## src/rtl/cdec_pkg.sv

```systemverilog
package cdec_pkg;

  localparam int REG_W   = 5;
  localparam int CLASS_W = 5;
  localparam int HALF_W  = 16;

  typedef enum logic [CLASS_W-1:0] {
    OPC_ILLEGAL  = 5'd0,
    OPC_BASE     = 5'd1,
    OPC_ADDSP4   = 5'd2,
    OPC_LOADW    = 5'd3,
    OPC_STOREW   = 5'd4,
    OPC_ADDIMM   = 5'd5,
    OPC_JUMPLINK = 5'd6,
    OPC_LOADIMM  = 5'd7,
    OPC_ADDSP16  = 5'd8,
    OPC_JUMP     = 5'd9,
    OPC_BREQZ    = 5'd10,
    OPC_BRNEZ    = 5'd11,
    OPC_SHIFTL   = 5'd12,
    OPC_LOADSP   = 5'd13,
    OPC_JUMPREG  = 5'd14,
    OPC_MOVE     = 5'd15,
    OPC_STORESP  = 5'd16
  } opClass_e;

  // Immediate layouts the datapath knows how to reassemble
  typedef enum logic [3:0] {
    IMM_ZERO,
    IMM_SPN,
    IMM_CI,
    IMM_SP16,
    IMM_LDSP,
    IMM_STSP,
    IMM_MEMW,
    IMM_BRANCH,
    IMM_JUMP,
    IMM_SHAMT
  } immFmt_e;

  // Register index sources
  typedef enum logic [2:0] {
    REG_ZERO,
    REG_SP,
    REG_RA,
    REG_HI5,
    REG_LO5,
    REG_PHI,
    REG_PLO
  } regSel_e;

  typedef struct packed {
    immFmt_e immFmt;
    regSel_e rdSel;
    regSel_e rs1Sel;
    regSel_e rs2Sel;
  } decStrobe_t;

  localparam int SP_IDX     = 2;
  localparam int RA_IDX     = 1;
  localparam int PRIME_BASE = 8;

endpackage

```

## src/rtl/cdec_ctrl.sv

```systemverilog
module cdec_ctrl
  import cdec_pkg::*;
(
  input  logic [HALF_W-1:0] half,
  output logic              isComp,
  output logic [2:0]        step,
  output opClass_e          opClass,
  output logic              illegal,
  output decStrobe_t        strobe
);

  localparam decStrobe_t NULL_STROBE = '{IMM_ZERO, REG_ZERO, REG_ZERO, REG_ZERO};

  logic [1:0] quad;
  logic [2:0] funct;
  logic       bit12;
  logic       hiIsSp;
  logic       loIsZero;
  logic       spnZero;

  assign quad     = half[1:0];
  assign funct    = half[15:13];
  assign bit12    = half[12];
  assign hiIsSp   = (half[11:7] == 5'(SP_IDX));
  assign loIsZero = (half[6:2] == '0);
  assign spnZero  = (half[12:5] == '0);

  assign isComp = (quad != 2'b11);
  assign step   = isComp ? 3'd2 : 3'd4;

  function automatic decStrobe_t mk(immFmt_e f, regSel_e d, regSel_e a, regSel_e b);
    decStrobe_t s;
    s.immFmt = f;
    s.rdSel  = d;
    s.rs1Sel = a;
    s.rs2Sel = b;
    return s;
  endfunction

  always_comb begin
    opClass = OPC_ILLEGAL;
    illegal = 1'b1;
    strobe  = NULL_STROBE;
    unique case (quad)
      2'b11: begin
        opClass = OPC_BASE;
        illegal = 1'b0;
      end
      2'b00: begin
        unique case (funct)
          3'b000: if (!spnZero) begin
            opClass = OPC_ADDSP4;
            strobe  = mk(IMM_SPN, REG_PLO, REG_SP, REG_ZERO);
          end
          3'b010: begin
            opClass = OPC_LOADW;
            strobe  = mk(IMM_MEMW, REG_PLO, REG_PHI, REG_ZERO);
          end
          3'b110: begin
            opClass = OPC_STOREW;
            strobe  = mk(IMM_MEMW, REG_ZERO, REG_PHI, REG_PLO);
          end
          default: ;
        endcase
      end
      2'b01: begin
        unique case (funct)
          3'b000: begin
            opClass = OPC_ADDIMM;
            strobe  = mk(IMM_CI, REG_HI5, REG_HI5, REG_ZERO);
          end
          3'b001: begin
            opClass = OPC_JUMPLINK;
            strobe  = mk(IMM_JUMP, REG_RA, REG_ZERO, REG_ZERO);
          end
          3'b010: begin
            opClass = OPC_LOADIMM;
            strobe  = mk(IMM_CI, REG_HI5, REG_ZERO, REG_ZERO);
          end
          3'b011: if (hiIsSp) begin
            opClass = OPC_ADDSP16;
            strobe  = mk(IMM_SP16, REG_SP, REG_SP, REG_ZERO);
          end
          3'b101: begin
            opClass = OPC_JUMP;
            strobe  = mk(IMM_JUMP, REG_ZERO, REG_ZERO, REG_ZERO);
          end
          3'b110: begin
            opClass = OPC_BREQZ;
            strobe  = mk(IMM_BRANCH, REG_ZERO, REG_PHI, REG_ZERO);
          end
          3'b111: begin
            opClass = OPC_BRNEZ;
            strobe  = mk(IMM_BRANCH, REG_ZERO, REG_PHI, REG_ZERO);
          end
          default: ;
        endcase
      end
      default: begin
        unique case (funct)
          3'b000: if (!bit12) begin
            opClass = OPC_SHIFTL;
            strobe  = mk(IMM_SHAMT, REG_HI5, REG_HI5, REG_ZERO);
          end
          3'b010: begin
            opClass = OPC_LOADSP;
            strobe  = mk(IMM_LDSP, REG_HI5, REG_SP, REG_ZERO);
          end
          3'b100: if (!bit12) begin
            if (loIsZero) begin
              opClass = OPC_JUMPREG;
              strobe  = mk(IMM_ZERO, REG_ZERO, REG_HI5, REG_ZERO);
            end else begin
              opClass = OPC_MOVE;
              strobe  = mk(IMM_ZERO, REG_HI5, REG_ZERO, REG_LO5);
            end
          end
          3'b110: begin
            opClass = OPC_STORESP;
            strobe  = mk(IMM_STSP, REG_ZERO, REG_SP, REG_LO5);
          end
          default: ;
        endcase
      end
    endcase
    if (opClass != OPC_ILLEGAL) illegal = 1'b0;
  end

endmodule

```

## src/rtl/cdec_datapath.sv

```systemverilog
module cdec_datapath
  import cdec_pkg::*;
#(
  parameter int XLEN = 32
) (
  input  logic [12:2]      body,
  input  decStrobe_t       strobe,
  output logic [XLEN-1:0]  imm,
  output logic [REG_W-1:0] rdIdx,
  output logic [REG_W-1:0] rs1Idx,
  output logic [REG_W-1:0] rs2Idx
);

  localparam int NPORT = 3;

  // Reassembled raw immediates, at their natural widths
  logic [9:0]  spnRaw;
  logic [5:0]  ciRaw;
  logic [9:0]  sp16Raw;
  logic [7:0]  ldspRaw;
  logic [7:0]  stspRaw;
  logic [6:0]  memwRaw;
  logic [8:0]  brRaw;
  logic [11:0] jmpRaw;
  logic [4:0]  shRaw;

  assign spnRaw  = {body[10:7], body[12:11], body[5], body[6], 2'b00};
  assign ciRaw   = {body[12], body[6:2]};
  assign sp16Raw = {body[12], body[4:3], body[5], body[2], body[6], 4'b0000};
  assign ldspRaw = {body[3:2], body[12], body[6:4], 2'b00};
  assign stspRaw = {body[8:7], body[12:9], 2'b00};
  assign memwRaw = {body[5], body[12:10], body[6], 2'b00};
  assign brRaw   = {body[12], body[6:5], body[2], body[11:10], body[4:3], 1'b0};
  assign jmpRaw  = {body[12], body[8], body[10:9], body[6], body[7], body[2],
                    body[11], body[5:3], 1'b0};
  assign shRaw   = body[6:2];

  always_comb begin
    unique case (strobe.immFmt)
      IMM_SPN:    imm = {{(XLEN-10){1'b0}}, spnRaw};
      IMM_CI:     imm = {{(XLEN-6){ciRaw[5]}}, ciRaw};
      IMM_SP16:   imm = {{(XLEN-10){sp16Raw[9]}}, sp16Raw};
      IMM_LDSP:   imm = {{(XLEN-8){1'b0}}, ldspRaw};
      IMM_STSP:   imm = {{(XLEN-8){1'b0}}, stspRaw};
      IMM_MEMW:   imm = {{(XLEN-7){1'b0}}, memwRaw};
      IMM_BRANCH: imm = {{(XLEN-9){brRaw[8]}}, brRaw};
      IMM_JUMP:   imm = {{(XLEN-12){jmpRaw[11]}}, jmpRaw};
      IMM_SHAMT:  imm = {{(XLEN-5){1'b0}}, shRaw};
      default:    imm = '0;
    endcase
  end

  regSel_e          selArr [NPORT];
  logic [REG_W-1:0] idxArr [NPORT];

  assign selArr[0] = strobe.rdSel;
  assign selArr[1] = strobe.rs1Sel;
  assign selArr[2] = strobe.rs2Sel;

  for (genvar g = 0; g < NPORT; g++) begin : g_regPort
    always_comb begin
      unique case (selArr[g])
        REG_SP:  idxArr[g] = REG_W'(SP_IDX);
        REG_RA:  idxArr[g] = REG_W'(RA_IDX);
        REG_HI5: idxArr[g] = body[11:7];
        REG_LO5: idxArr[g] = body[6:2];
        REG_PHI: idxArr[g] = REG_W'(PRIME_BASE) | REG_W'(body[9:7]);
        REG_PLO: idxArr[g] = REG_W'(PRIME_BASE) | REG_W'(body[4:2]);
        default: idxArr[g] = '0;
      endcase
    end
  end

  assign rdIdx  = idxArr[0];
  assign rs1Idx = idxArr[1];
  assign rs2Idx = idxArr[2];

endmodule

```

## src/rtl/cdec_top.sv

```systemverilog
module cdec_top
  import cdec_pkg::*;
#(
  parameter int XLEN = 32,
  parameter int ILEN = 32
) (
  input  logic [ILEN-1:0]    instr,
  output logic               isCompressed,
  output logic [2:0]         stepBytes,
  output logic [CLASS_W-1:0] opClass,
  output logic [REG_W-1:0]   rdIdx,
  output logic [REG_W-1:0]   rs1Idx,
  output logic [REG_W-1:0]   rs2Idx,
  output logic [XLEN-1:0]    imm,
  output logic               illegal
);

  decStrobe_t strobe;
  opClass_e   cls;
  logic       unusedHi;

  // Upper half never steers the compressed decode
  assign unusedHi = ^instr[ILEN-1:HALF_W];

  cdec_ctrl i_ctrl (
    .half    (instr[HALF_W-1:0]),
    .isComp  (isCompressed),
    .step    (stepBytes),
    .opClass (cls),
    .illegal (illegal),
    .strobe  (strobe)
  );

  cdec_datapath #(.XLEN(XLEN)) i_dp (
    .body   (instr[12:2]),
    .strobe (strobe),
    .imm    (imm),
    .rdIdx  (rdIdx),
    .rs1Idx (rs1Idx),
    .rs2Idx (rs2Idx)
  );

  assign opClass = cls;

endmodule

```

## config.mk

```make
export PLATFORM = sky130hd
export DESIGN_NAME = cdec_top
export DESIGN_NICKNAME = d
export VERILOG_FILES = /design/src/rtl/cdec_pkg.sv /design/src/rtl/cdec_ctrl.sv /design/src/rtl/cdec_datapath.sv /design/src/rtl/cdec_top.sv
export SDC_FILE = /design/constraint.sdc
export NUM_CORES = 1
export LEC_CHECK = 0
export CAP_MARGIN = 20
export CORE_MARGIN = 3
export CORE_UTILIZATION = 25
export DETAILED_ROUTE_END_ITERATION = 10
export DONT_BUFFER_PORTS = 1
export PLACE_DENSITY_LB_ADDON = 0.15
export SLEW_MARGIN = 20
export SYNTH_ARGS = -nofsm -noshare
export SYNTH_HDL_FRONTEND = slang
export SYNTH_SLANG_ARGS = --single-unit
```

## constraint.sdc

```tcl
create_clock -name vclk -period 2.7
set_clock_uncertainty 0.1 [all_clocks]
set_input_delay 0.135 -clock vclk [all_inputs]
set_output_delay 0.135 -clock vclk [all_outputs]
set_load 0.005 [all_outputs]
```

==> impl_metrics.tcl <==
set metrics [dict create \
    synth_mux_area_share_pct 0 \
    place_congestion 0.821 \
    tns_ns 0 \
    dp_hpwl_mm 3.57 \
    tightest_slew_ns 0.813 \
    p_leak_nw 0.386 \
    design.seq.count 0 \
    synth-simple-area-share_pct 31.8 \
    netlist_area_um2 1230 \
    cts_setup_buffers 0 \
    cp.arrival_ns 1.82 \
    final_cell_mix "15 x nand2_1, 13 x nor2_1, 13 x o21ai_0" \
    rows 24 \
    cp-start-kind "primary input" \
    synth_seq_area_share_pct 0 \
    setup_viol 0 \
    synth_warnings 0 \
    synth-compound-area-share_pct 44.2 \
    grt_pass1_vias 1341 \
    postRouteAntennaNets 0 \
    drc 0 \
    period_needed_ns 2.05 \
    hold_ws_ns 0.224 \
    path_max_fanout 8 \
    slew_headroom_pct 45.3 \
    io_pins 89 \
    antenna_found_initial 0 \
    synthAdderAreaFrac_pct 0 \
    syn_inst 193 \
    pre_cts_slack_ns 0.658 \
    grt_first_pass_wirelength_mm 7.56 \
    grt_max_degree 27 \
    whs_endpoint "opClass[4]" \
    final_common_cell "nand2_1" \
    status "completed" \
    synthXorXnorAreaFrac_pct 1.42 \
    die-area_um2 5800 \
    yosysUniqueCellTypes 56 \
    rsz0062_at_grt "no" \
    finalHoldViolCount 0 \
    cts_resized 0 \
    register_area_um2 0 \
    core_um2 4560 \
    start_util_pct 27.0 \
    nets 192 \
    drt_wl_total_mm 4.78 \
    area_growth_pct -11.1 \
    crit_path_end_kind "primary output" \
    vias 1418 \
    crit_required_ns 2.47 \
    nClkBuffers 0 \
    diodes 0 \
    vias_per_cell 6.36 \
    die_w_um 76.2 \
    holdCritStartpoint "instr[13]" \
    setup_slack_ns 0.648 \
    maxCapViolCount 0 \
    n_fill_cell 544 \
    holdBufCountCts 0 \
    peakVddDrop_uv 23.2 \
    hold_path_depth 1 \
    grt.total_usage_pct 15.5 \
    multi_input_area_um2 957 \
    synthesis.nets 225 \
    fin_cells 223 \
    hold_path_class "in -> out" \
    wire_per_inst_um 21.5 \
    drv_slew 0 \
    drt_first_iter_violations 284 \
    die_h_um 76.2 \
    grt_overflow_total 0 \
    port_buffers 0 \
    synth_top_family_by_area "compound AO/OA/AOI/OAI gates" \
    fmaxAchievable_ghz 0.487 \
    power.total_uw 132 \
    critical_path_class "in -> out" \
    first_pass_iters 5 \
    dp_cells 223 \
    avgSynthCellArea_um2 6.38 \
    power_density_nw_per_um2 121 \
    drive_gt1_share_pct 6.96 \
    finalCritPeriodShare_pct 76.0 \
]
layout make-up:
type	instances	share of cell area, %
inverters	13	4.46
repair buffers	1	0.686
multi-input cells	144	87.4
well taps	65	7.43
worst max-delay path, cell delays in order:
cell and delay [ns]:
or4_4 0.60, o311a_4 0.43, a221o_1 0.34, nor4b_2 0.31
where the power goes:
| group | switching, mW | internal [mW] | leakage (nW) | total [mW] |
|---|---|---|---|---|
| clock | 0 | 0 | 0 | 0 |
| sequential | 0 | 0 | 0 | 0 |
| combinational | 0.0824 | 0.0498 | 0.386 | 0.132 |
kinds of logic (layout without fill, tap and decap cells):
family                 after synthesis  count (layout)
AO/OA/AOI/OAI                       73              73
XOR/XNOR                             2               2
buffers and inverters               49              14
other                                1               1
AND/OR/NAND/NOR                     68              68
per-layer routing:
layer	wire (um)	GRT usage, %
met5	0	0
met4	83	2.72
met3	599	3.55
met2	2230	25.4
met1	1870	21.1
per-stage QoR:
stage | instance area (um^2) | utilization [%]
6_report | 1090 | 24.0
4_1_cts | 1090 | 24.0
3_5_place_dp | 1090 | 24.0
3_3_place_gp | 1090 | 24.0
2_1_floorplan | 1230 | -
5_1_grt | 1090 | 24.0
synthesized netlist by cell type, drive strengths merged, types with 2 or more instances:
master / number / area [um^2]
nand2: 15 / 56.3
nand2b: 8 / 50.1
or4: 3 / 26.3
inv: 12 / 45.0
or3b: 3 / 26.3
o31a: 3 / 26.3
o221ai: 2 / 17.5
o211ai: 6 / 45.0
xnor2: 2 / 17.5
a221oi: 3 / 26.3
o22ai: 3 / 18.8
a211oi: 2 / 15.0
o21a: 2 / 15.0
nor2: 13 / 48.8
a22o: 4 / 35.0
clkbuf: 13 / 48.8
o311ai: 2 / 17.5
o2111ai: 3 / 26.3
nor2b: 4 / 25.0
a21oi: 9 / 45.0
a31oi: 2 / 12.5
buf: 23 / 176
o21ai: 16 / 80.1
nor3: 4 / 20.0
or2: 3 / 18.8
a2bb2oi: 2 / 23.8
nand4: 2 / 12.5
o31ai: 2 / 15.0
and2: 3 / 18.8
and3: 2 / 12.5
o32ai: 2 / 17.5
nor4: 4 / 40.0
worst max path at each step:
stage	slack [ns]	cells after the start	startpoint	to
2_1_floorplan	0.71	7	instr[0]	imm[12]
3_3_place_gp	0.65	4	instr[7]	illegal
3_5_place_dp	0.66	4	instr[7]	illegal
4_1_cts	0.65	4	instr[7]	illegal
5_1_grt	0.63	4	instr[7]	illegal
6_report	0.65	4	instr[7]	illegal
Power figures use the tool's default switching activity.
